--- config.mk ---
export PLATFORM = sky130hd
export DESIGN_NAME = ccflag_eval
export DESIGN_NICKNAME = d
export VERILOG_FILES = /design/src/rtl/ccflag_eval.sv
export SDC_FILE = /design/constraint.sdc
export NUM_CORES = 1
export LEC_CHECK = 0
export BUFFER_PORTS_ARGS = -buffer_cell sky130_fd_sc_hd__buf_2
export CAP_MARGIN = 20
export CELL_PAD_IN_SITES_DETAIL_PLACEMENT = 0
export CELL_PAD_IN_SITES_GLOBAL_PLACEMENT = 1
export CORE_UTILIZATION = 40
export CTS_CLUSTER_SIZE = 20
export DETAILED_ROUTE_END_ITERATION = 10
export GPL_ROUTABILITY_DRIVEN = 1
export GPL_TIMING_DRIVEN = 0
export MAX_ROUTING_LAYER = met4
export PLACE_DENSITY_LB_ADDON = 0.1
export RECOVER_POWER = 25
export SLEW_MARGIN = 20
export SYNTH_ARGS = -nofsm -noshare
export SYNTH_HDL_FRONTEND = slang
export SYNTH_SLANG_ARGS = --single-unit
export TNS_END_PERCENT = 20
--- constraint.sdc ---
create_clock -name clk -period 7.4 [get_ports clk]
set_input_delay 1.48 -clock clk [delete_from_list [all_inputs] [get_ports clk]]
set_output_delay 1.48 -clock clk [all_outputs]
set_load 0.05 [all_outputs]
--- src/rtl/ccflag_eval.sv ---
module ccflag_eval #(
  parameter int W = 32
) (
  input  logic         clk,
  input  logic         rst_n,
  input  logic         load_i,
  input  logic [3:0]   op_i,
  input  logic [W-1:0] src_i,
  input  logic [W-1:0] res_i,
  input  logic         flush_i,
  output logic [W-1:0] flags_o,
  output logic [3:0]   cls_o,
  output logic [W-1:0] res_o,
  output logic         err_o
);
  localparam int CW = $clog2(W);
  localparam logic [W-1:0] WLIM = W;
  localparam logic [3:0] C_FIN = 4'd0, C_LOG = 4'd1, C_ADD = 4'd2, C_SUB = 4'd3,
                         C_CMB = 4'd4, C_CMW = 4'd5, C_ADX = 4'd6, C_SBX = 4'd7,
                         C_SHL = 4'd8, C_SHR = 4'd9, C_SAR = 4'd10;

  logic [3:0]   cls_q;
  logic [W-1:0] src_q, res_q;
  logic         err_q;
  logic         n, z, v, c;
  logic [W-1:0] tv, ix;
  logic         bad_op;

  assign bad_op = op_i > C_SAR;

  always_ff @(posedge clk) begin
    if (!rst_n) begin
      cls_q <= C_FIN;
      src_q <= '0;
      res_q <= '0;
      err_q <= 1'b0;
    end else begin
      err_q <= load_i && bad_op;
      if (load_i) begin
        if (!bad_op) begin
          cls_q <= op_i;
          src_q <= src_i;
          res_q <= res_i;
        end
      end else if (flush_i) begin
        res_q <= flags_o;
        cls_q <= C_FIN;
      end
    end
  end

  always_comb begin
    n = 1'b0; z = 1'b0; v = 1'b0; c = 1'b0;
    tv = '0;
    ix = '0;
    unique case (cls_q)
      C_LOG: begin
        z = (res_q == '0); n = !z && res_q[W-1];
      end
      C_ADD, C_ADX: begin
        z = (res_q == '0); n = !z && res_q[W-1];
        tv = res_q - src_q - ((cls_q == C_ADX) ? 1 : 0);
        c = (cls_q == C_ADX) ? (res_q <= src_q) : (res_q < src_q);
        v = src_q[W-1] ^ res_q[W-1] && !(tv[W-1] ^ src_q[W-1]);
      end
      C_SUB, C_SBX: begin
        z = (res_q == '0); n = !z && res_q[W-1];
        tv = res_q + src_q + ((cls_q == C_SBX) ? 1 : 0);
        c = (cls_q == C_SBX) ? (tv <= src_q) : (tv < src_q);
        v = (tv[W-1] ^ res_q[W-1]) && (tv[W-1] ^ src_q[W-1]);
      end
      C_CMB: begin
        tv = res_q + src_q;
        z = (res_q[7:0] == 8'd0); n = !z && res_q[7];
        c = tv[7:0] < src_q[7:0];
        v = (tv[7] ^ res_q[7]) && (tv[7] ^ src_q[7]);
      end
      C_CMW: begin
        tv = res_q + src_q;
        z = (res_q[15:0] == 16'd0); n = !z && res_q[15];
        c = tv[15:0] < src_q[15:0];
        v = (tv[15] ^ res_q[15]) && (tv[15] ^ src_q[15]);
      end
      C_SHL, C_SHR, C_SAR: begin
        if (src_q >= WLIM) begin
          z = (cls_q != C_SAR);
          n = (cls_q == C_SAR);
        end else begin
          if (cls_q == C_SHL)      tv = res_q << src_q[CW-1:0];
          else if (cls_q == C_SHR) tv = res_q >> src_q[CW-1:0];
          else                     tv = $signed(res_q) >>> src_q[CW-1:0];
          z = (tv == '0); n = !z && tv[W-1];
        end
        ix = (cls_q == C_SHL) ? (WLIM - src_q) : (src_q - 1);
        // within the count window the sign-extended bit (count-1) is a real operand bit
        c = (src_q != '0) && (src_q <= WLIM) && res_q[ix[CW-1:0]];
      end
      default: ;
    endcase
  end

  assign flags_o = (cls_q == C_FIN) ? res_q : {{(W-4){1'b0}}, n, z, v, c};
  assign cls_o   = cls_q;
  assign res_o   = res_q;
  assign err_o   = err_q;


  flush_final_chk: assert property (@(posedge clk) disable iff (!rst_n)
    (flush_i && !load_i && cls_q != C_FIN) |=> (cls_q == C_FIN && res_q[W-1:4] == '0));


  flush_keep_chk: assert property (@(posedge clk) disable iff (!rst_n)
    (flush_i && !load_i && cls_q == C_FIN) |=> $stable(res_q));


  bad_op_chk: assert property (@(posedge clk) disable iff (!rst_n)
    (load_i && op_i > C_SAR) |=> (err_o && $stable(cls_q) && $stable(res_q) && $stable(src_q)));


  cls_range_chk: assert property (@(posedge clk) disable iff (!rst_n)
    cls_q <= C_SAR);


  nz_excl_chk: assert property (@(posedge clk) disable iff (!rst_n)
    (cls_q != C_FIN) |-> !(flags_o[3] && flags_o[2]));


  logic_cv_chk: assert property (@(posedge clk) disable iff (!rst_n)
    (cls_q == C_LOG) |-> (flags_o[1:0] == 2'b00));


  shift_c_chk: assert property (@(posedge clk) disable iff (!rst_n)
    ((cls_q == C_SHL || cls_q == C_SHR || cls_q == C_SAR) && (src_q == '0 || src_q > WLIM))
      |-> (flags_o[0] == 1'b0));
endmodule

# Word level (Yosys, flattened, before mapping)
# Index checks and enable logic that the tools add are counted.
# totals
reg_bits,69
in_bits,72
out_inout_bits,69
wordCells,97
# classes
n_addsub,6
order_cmp,10
eq_ne,12
shift,3
mux,24
bitwise,9
reduce_logical,29
# ops
op,n
32-bit two-way mux,8
32-bit <= comparator,2
32-bit logical NOT,2
32-bit < comparator,2
32-bit by 1-bit adder with 32-bit output,1
32-bit adder,1
32-bit by 6-bit greater-or-equal comparator with 1-bit output (second input constant),1
32-bit by 6-bit <= comparator with 1-bit output (second input constant),1
32-bit nonzero test,1
32-bit by 5-bit << shifter with 32-bit output,1
32-bit by 5-bit >> shifter with 32-bit output,1
32-bit by 5-bit >>> shifter with 32-bit output,1
32-bit by 1-bit subtractor with 32-bit output,1
32-bit subtractor,1
4-bit by 3-bit equality test with 1-bit output (second input constant),4
16-bit logical NOT,1
16-bit < comparator,1
4-bit equality test (second input constant),3
4-bit two-way mux,3
1-bit one-hot mux with 4 select lines,3
1-bit logical AND,11
4-bit by 2-bit equality test with 1-bit output (second input constant),2
8-bit logical NOT,1
8-bit < comparator,1
other kinds (20),39

# Depth between registers and ports, before layout
# depth
depth_word,13
ltp_mapped,28
depth_no_buf,25

# Least setup slack after synthesis
# No wires, ideal clock.
# synth_timing
path_type,flip-flop to output port
start,register res_q[11] (netlist: res_o[11])
end,output flags_o[0]
t_arrival_ns,5.865
t_required_ns,5.920
setup_slack_ns,0.055
stages_incl_launch_ff,25
n_path_buf,2
cell_sequence,dfxtp_1 clkbuf_1 inv_1 ha_1 buf_2 or2_2 a2111oi_0 a211oi_1 xnor2_1 a2111oi_4 nand4_1 or3_1 xnor2_1 ha_1 a21o_1 a21o_1 a21o_1 a21o_1 a21oi_1 nor2b_1 o21ai_0 nand3b_1 a211oi_1 a31oi_1 nand2_1
# synth_via
elab_chain_cells,6
elab_cells_between_ends,14
classes_between,add/sub (2); order compare (5); mux (6); reduce/logical (1)
# synth_lines
item,line,rtl
start: declaration,23,"logic [W-1:0] src_q, res_q;"
start signal: assignment,43,res_q <= res_i;
start signal: assignment,46,res_q <= flags_o;
32-bit adder,79,tv = res_q + src_q;
32-bit by 1-bit adder with 32-bit output,68,tv = res_q + src_q + ((cls_q == C_SBX) ? 1 : 0);
32-bit < comparator / 32-bit <= comparator (equally long branches),69,c = (cls_q == C_SBX) ? (tv <= src_q) : (tv < src_q);
1-bit two-way mux,69,
1-bit one-hot mux with 5 select lines (*),56,unique case (cls_q)
32-bit two-way mux (*),102,"assign flags_o = (cls_q == C_FIN) ? res_q : {{(W-4){1'b0}}, n, z, v, c};"
end: declaration,11,"output logic [W-1:0] flags_o,"
# Every way passes the cells marked *; elsewhere a longest branch is shown, timed or not. The select of a mux whose other input is x is not followed.

# Final worst setup path
# layout_timing
start,register src_q[0]
end,output flags_o[0]
# layout_via
elab_chain_cells,7
elab_cells_between_ends,21
classes_between,add/sub (4); order compare (7); mux (7); reduce/logical (3)
# layout_lines
item,line,rtl
start: declaration,23,
start signal: assignment,42,src_q <= src_i;
branches (longest 5 deep; another with 32-bit adder),--,
1-bit one-hot mux with 5 select lines (*),56,
32-bit two-way mux (*),102,
# Mark *: on every way between the ends. The select of a mux whose other input is x is not followed.

==> flow_summary.toml <==
[routing]
drtIter0Drc = 1570
vias_per_cell = 6.29
avgRoutedWirePerCell_um = 26.9
wirelength_um = 59300
via_count = 13800
drt_pass1_iterations = 6
antenna_left = 0
drc = 0

[synth]
synth.yosys.seq_area_share_pct = 11.6
synth_edf_count = 0
ys_types = 81
synth-seq-cells = 69
syn_inst = 1615
syn_avg_cell_area_um2 = 7.35
yosysTopAreaCell = "ha_1"
yosys_warnings = 0
ys_top_cells_by_area = "ha_1 18%, dfxtp_1 12%, mux4_2 5.7%, nand2_1 4.9%, a21oi_1 4.4%"
synthFlopType = "dfxtp_1"
synthArstFlopShare_pct = 0
syn_area_mm2 = 0.0119
syn-num-nets = 1856
synth_top_cell_area_share_pct = 17.7

[critical_path]
critPathRequiredTime_ns = 5.92
critPathMaxStageDelay_ns = 0.49
r2r_start = "src_q[0]$_SDFFE_PN0P_"
crit_arrival_ns = 6.03
cp_common_cell = "a21o_1"
path_class = "reg2out"
crit_path_start = "src_q[0]$_SDFFE_PN0P_"
cp.buffers_inverters = 2
critPathLaunchType = "flop"
path_max_fanout = 5
cpMaxStageDelayCell = "or3_4"
critPathTopFamily = "compound AO/OA/AOI/OAI gates"
r2r_cells = 25
reg2reg_to = "res_o[0]$_SDFFE_PN0P_"
cp-end-kind = "output pin"
rrSetupSlack_ns = 1.64
cp_num_cells = 25
crit_end = "flags_o[0]"

[timing]
worst_pin_slew_ns = 1.11
setup_slack_ns = -0.105
fmax_ghz = 0.133
setup_viol = 1
min_period_ns = 7.51
max_slew_margin_pct = 26.0
maxSlewViolCount = 0
finalClockSkew_ns = 0.0155
finalHoldViolCount = 0
rsz0062_at_grt = "yes"
finalCritPeriodShare_pct = 101

[die]
rows = 62
dieArea_mm2 = 0.0304
core_area_mm2 = 0.0289
die_h_um = 174
num_io_pins = 141
initial_core_util_pct = 41.0
die_x_um = 174

[clock_tree]
cts_buffer_depth = 2
cts_tree = "done"
clkTransAtPathRegs_ns = 0.07
htreeDepth = 3
clock_latency_ns = 0.38
root_buffer = "clkbuf_16"
clkSinkCount = 69
ctsHoldBuffers = 0
cts_buffers = 9

[power_and_ir_drop]
p_comb_share_pct = 55.4
vdd_drop_max_uv = 99.4
powerDensity_mw_per_mm2 = 138
intPower_uw = 1060
netSwitchingPower_uw = 952
seq_power_share_pct = 22.0
total_power_uw = 2020
p_clk_share_pct = 22.6
p_sw_share_pct = 47.2
p_leak_uw = 0.00599

[global_route]
grt_max_degree = 13
antenna_found_initial = 0
grt_pass1_wl_um = 86300
grtUsageTotal_pct = 39.7
grt_pass1_vias = 13600
overflow = 0

[final_layout]
syn_to_final_growth_pct = 22.8
nNetsFinal = 2053
antenna_cells = 0
final_layout_size_suffix_gt1_share_pct = 21.0
post-route-util_pct = 50.4

[placement]
gp_congestion = 0.980
numPortBuffers = 139
dp_hpwl_um = 45600
preCtsSetupSlack_ns = -1.87

[outcome]
outcome = "finished, violations left"
violations = "negative setup slack"

[job]
maxCapViolations = 0

[worst_hold_path]
hp-class = "reg2reg"
worst min-delay path by stage:
| stage | startpoint | to | slack [ns] | depth (start not counted) |
|---|---|---|---|---|
| floorplan | src_q[31]$_SDFFE_PN0P_ | src_q[31]$_SDFFE_PN0P_ | 0.48 | 2 |
| global route | src_q[28]$_SDFFE_PN0P_ | src_q[28]$_SDFFE_PN0P_ | 0.56 | 2 |
| detailed placement | src_q[29]$_SDFFE_PN0P_ | src_q[29]$_SDFFE_PN0P_ | 0.52 | 2 |
| CTS | src_q[29]$_SDFFE_PN0P_ | src_q[29]$_SDFFE_PN0P_ | 0.53 | 2 |
| global placement | src_q[29]$_SDFFE_PN0P_ | src_q[29]$_SDFFE_PN0P_ | 0.51 | 2 |
| finish | src_q[29]$_SDFFE_PN0P_ | src_q[29]$_SDFFE_PN0P_ | 0.53 | 2 |
power by group through the flow:
stage / logic (µW) / registers, µW / clock network [µW]
6_report: 1120 / 444 / 456
5_1_grt: 1200 / 446 / 473
4_1_cts: 1090 / 441 / 460
3_5_place_dp: 996 / 454 / 0
3_3_place_gp: 992 / 454 / 0
2_1_floorplan: 662 / 466 / 0
cells in the mapped netlist (8+ instances only):
cell	number
clkbuf_1	86
o21ai_0	68
and2_1	39
nand4_1	31
dfxtp_1	69
xor2_1	11
or2_2	10
nor3_1	35
buf_2	10
inv_1	131
ha_1	168
buf_1	11
a21boi_0	38
nand2_1	155
mux4_2	30
nor2b_1	53
and3_1	8
a211oi_1	16
o31ai_1	14
xnor2_1	44
o211ai_1	31
o21a_1	12
nor4_1	31
mux2i_1	15
a2111oi_0	9
o221ai_1	9
nor2_1	103
nand2b_1	16
a21o_1	37
a21oi_1	104
a31oi_1	18
a22oi_1	33
nand3_1	44
sequential cells by signal, summed over array words and instances, names as in the netlist:
register,count
src_q,32
err_o,1
cls_o,4
res_o,32
tightest hold or removal path: cells and delay by family, from the launching register on:
family / cells / cell delay, ns
AOI/OAI and AO/OA: 1 / 0.07
and+or+nand+nor: 1 / 0.06
DFF: 1 / 0.35
layout make-up:
class | count | area (µm²)
tap | 384 | 480
timing repair inverter | 1 | 5.00
fill | 2976 | 14400
buffer | 96 | 542
clock buffer | 14 | 274
timing repair buffer | 196 | 1120
inverter | 137 | 549
clock inverter | 1 | 5.00
sequential | 69 | 1460
multi-input combinational | 1302 | 10100
routing by layer:
layer  share of wire [%]  wire length (µm)  vias up  GRT usage, %
met2                  45             26900      712          62.2
met1                  41             24500     6680          49.2
met3                 8.1              4770      170          6.08
met4                 5.3              3130        0          20.2
li1                    -                 -     6271             -
met5                   0                 0        -             -
metrics by stage:
step           hold WS (ns)  instance area, µm²  instances  setup TNS (ns)
2_1_floorplan         0.481               11900       1615               0
3_3_place_gp          0.514               13000       2138           -2.76
3_5_place_dp          0.521               13100       2138           -2.83
4_1_cts               0.530               14500       2196               0
5_1_grt               0.563               14600       2200          -0.196
6_report              0.526               14600       2200          -0.105
logic make-up (layout without fill, tap and decap cells):
family / Yosys count / in the layout / share of synthesized area [%]
muxes: 49 / 49 / 7.34
and+or+nand+nor: 570 / 570 / 24.7
buffers and inverters: 244 / 445 / 7.82
DFF: 69 / 69 / 11.6
AOI/OAI and AO/OA: 456 / 456 / 26.3
adders and majority gates: 171 / 171 / 18.0
xor gates and xnor gates: 56 / 56 / 4.25
timing repair:
item	CTS	global route
gates cloned	2	0
setup endpoints to repair	3	2
buffers inserted	51	5
resized for setup	201	16
pin swaps	33	18
cell usage in the layout, fill, tap and decap left out, types with 32 or more instances in the layout:
| cell type | instances |
|---|---|
| nand2_1 | 155 |
| dfxtp_1 | 43 |
| nor3_1 | 32 |
| a22oi_1 | 33 |
| nand3_1 | 42 |
| buf_4 | 55 |
| nor2b_1 | 51 |
| a21o_1 | 37 |
| nor2_1 | 101 |
| xnor2_1 | 37 |
| ha_1 | 147 |
| clkbuf_1 | 91 |
| inv_1 | 118 |
| and2_1 | 38 |
| buf_2 | 111 |
| o21ai_0 | 65 |
| a21boi_0 | 38 |
| a21oi_1 | 94 |
(Power assumes the default switching activity.)
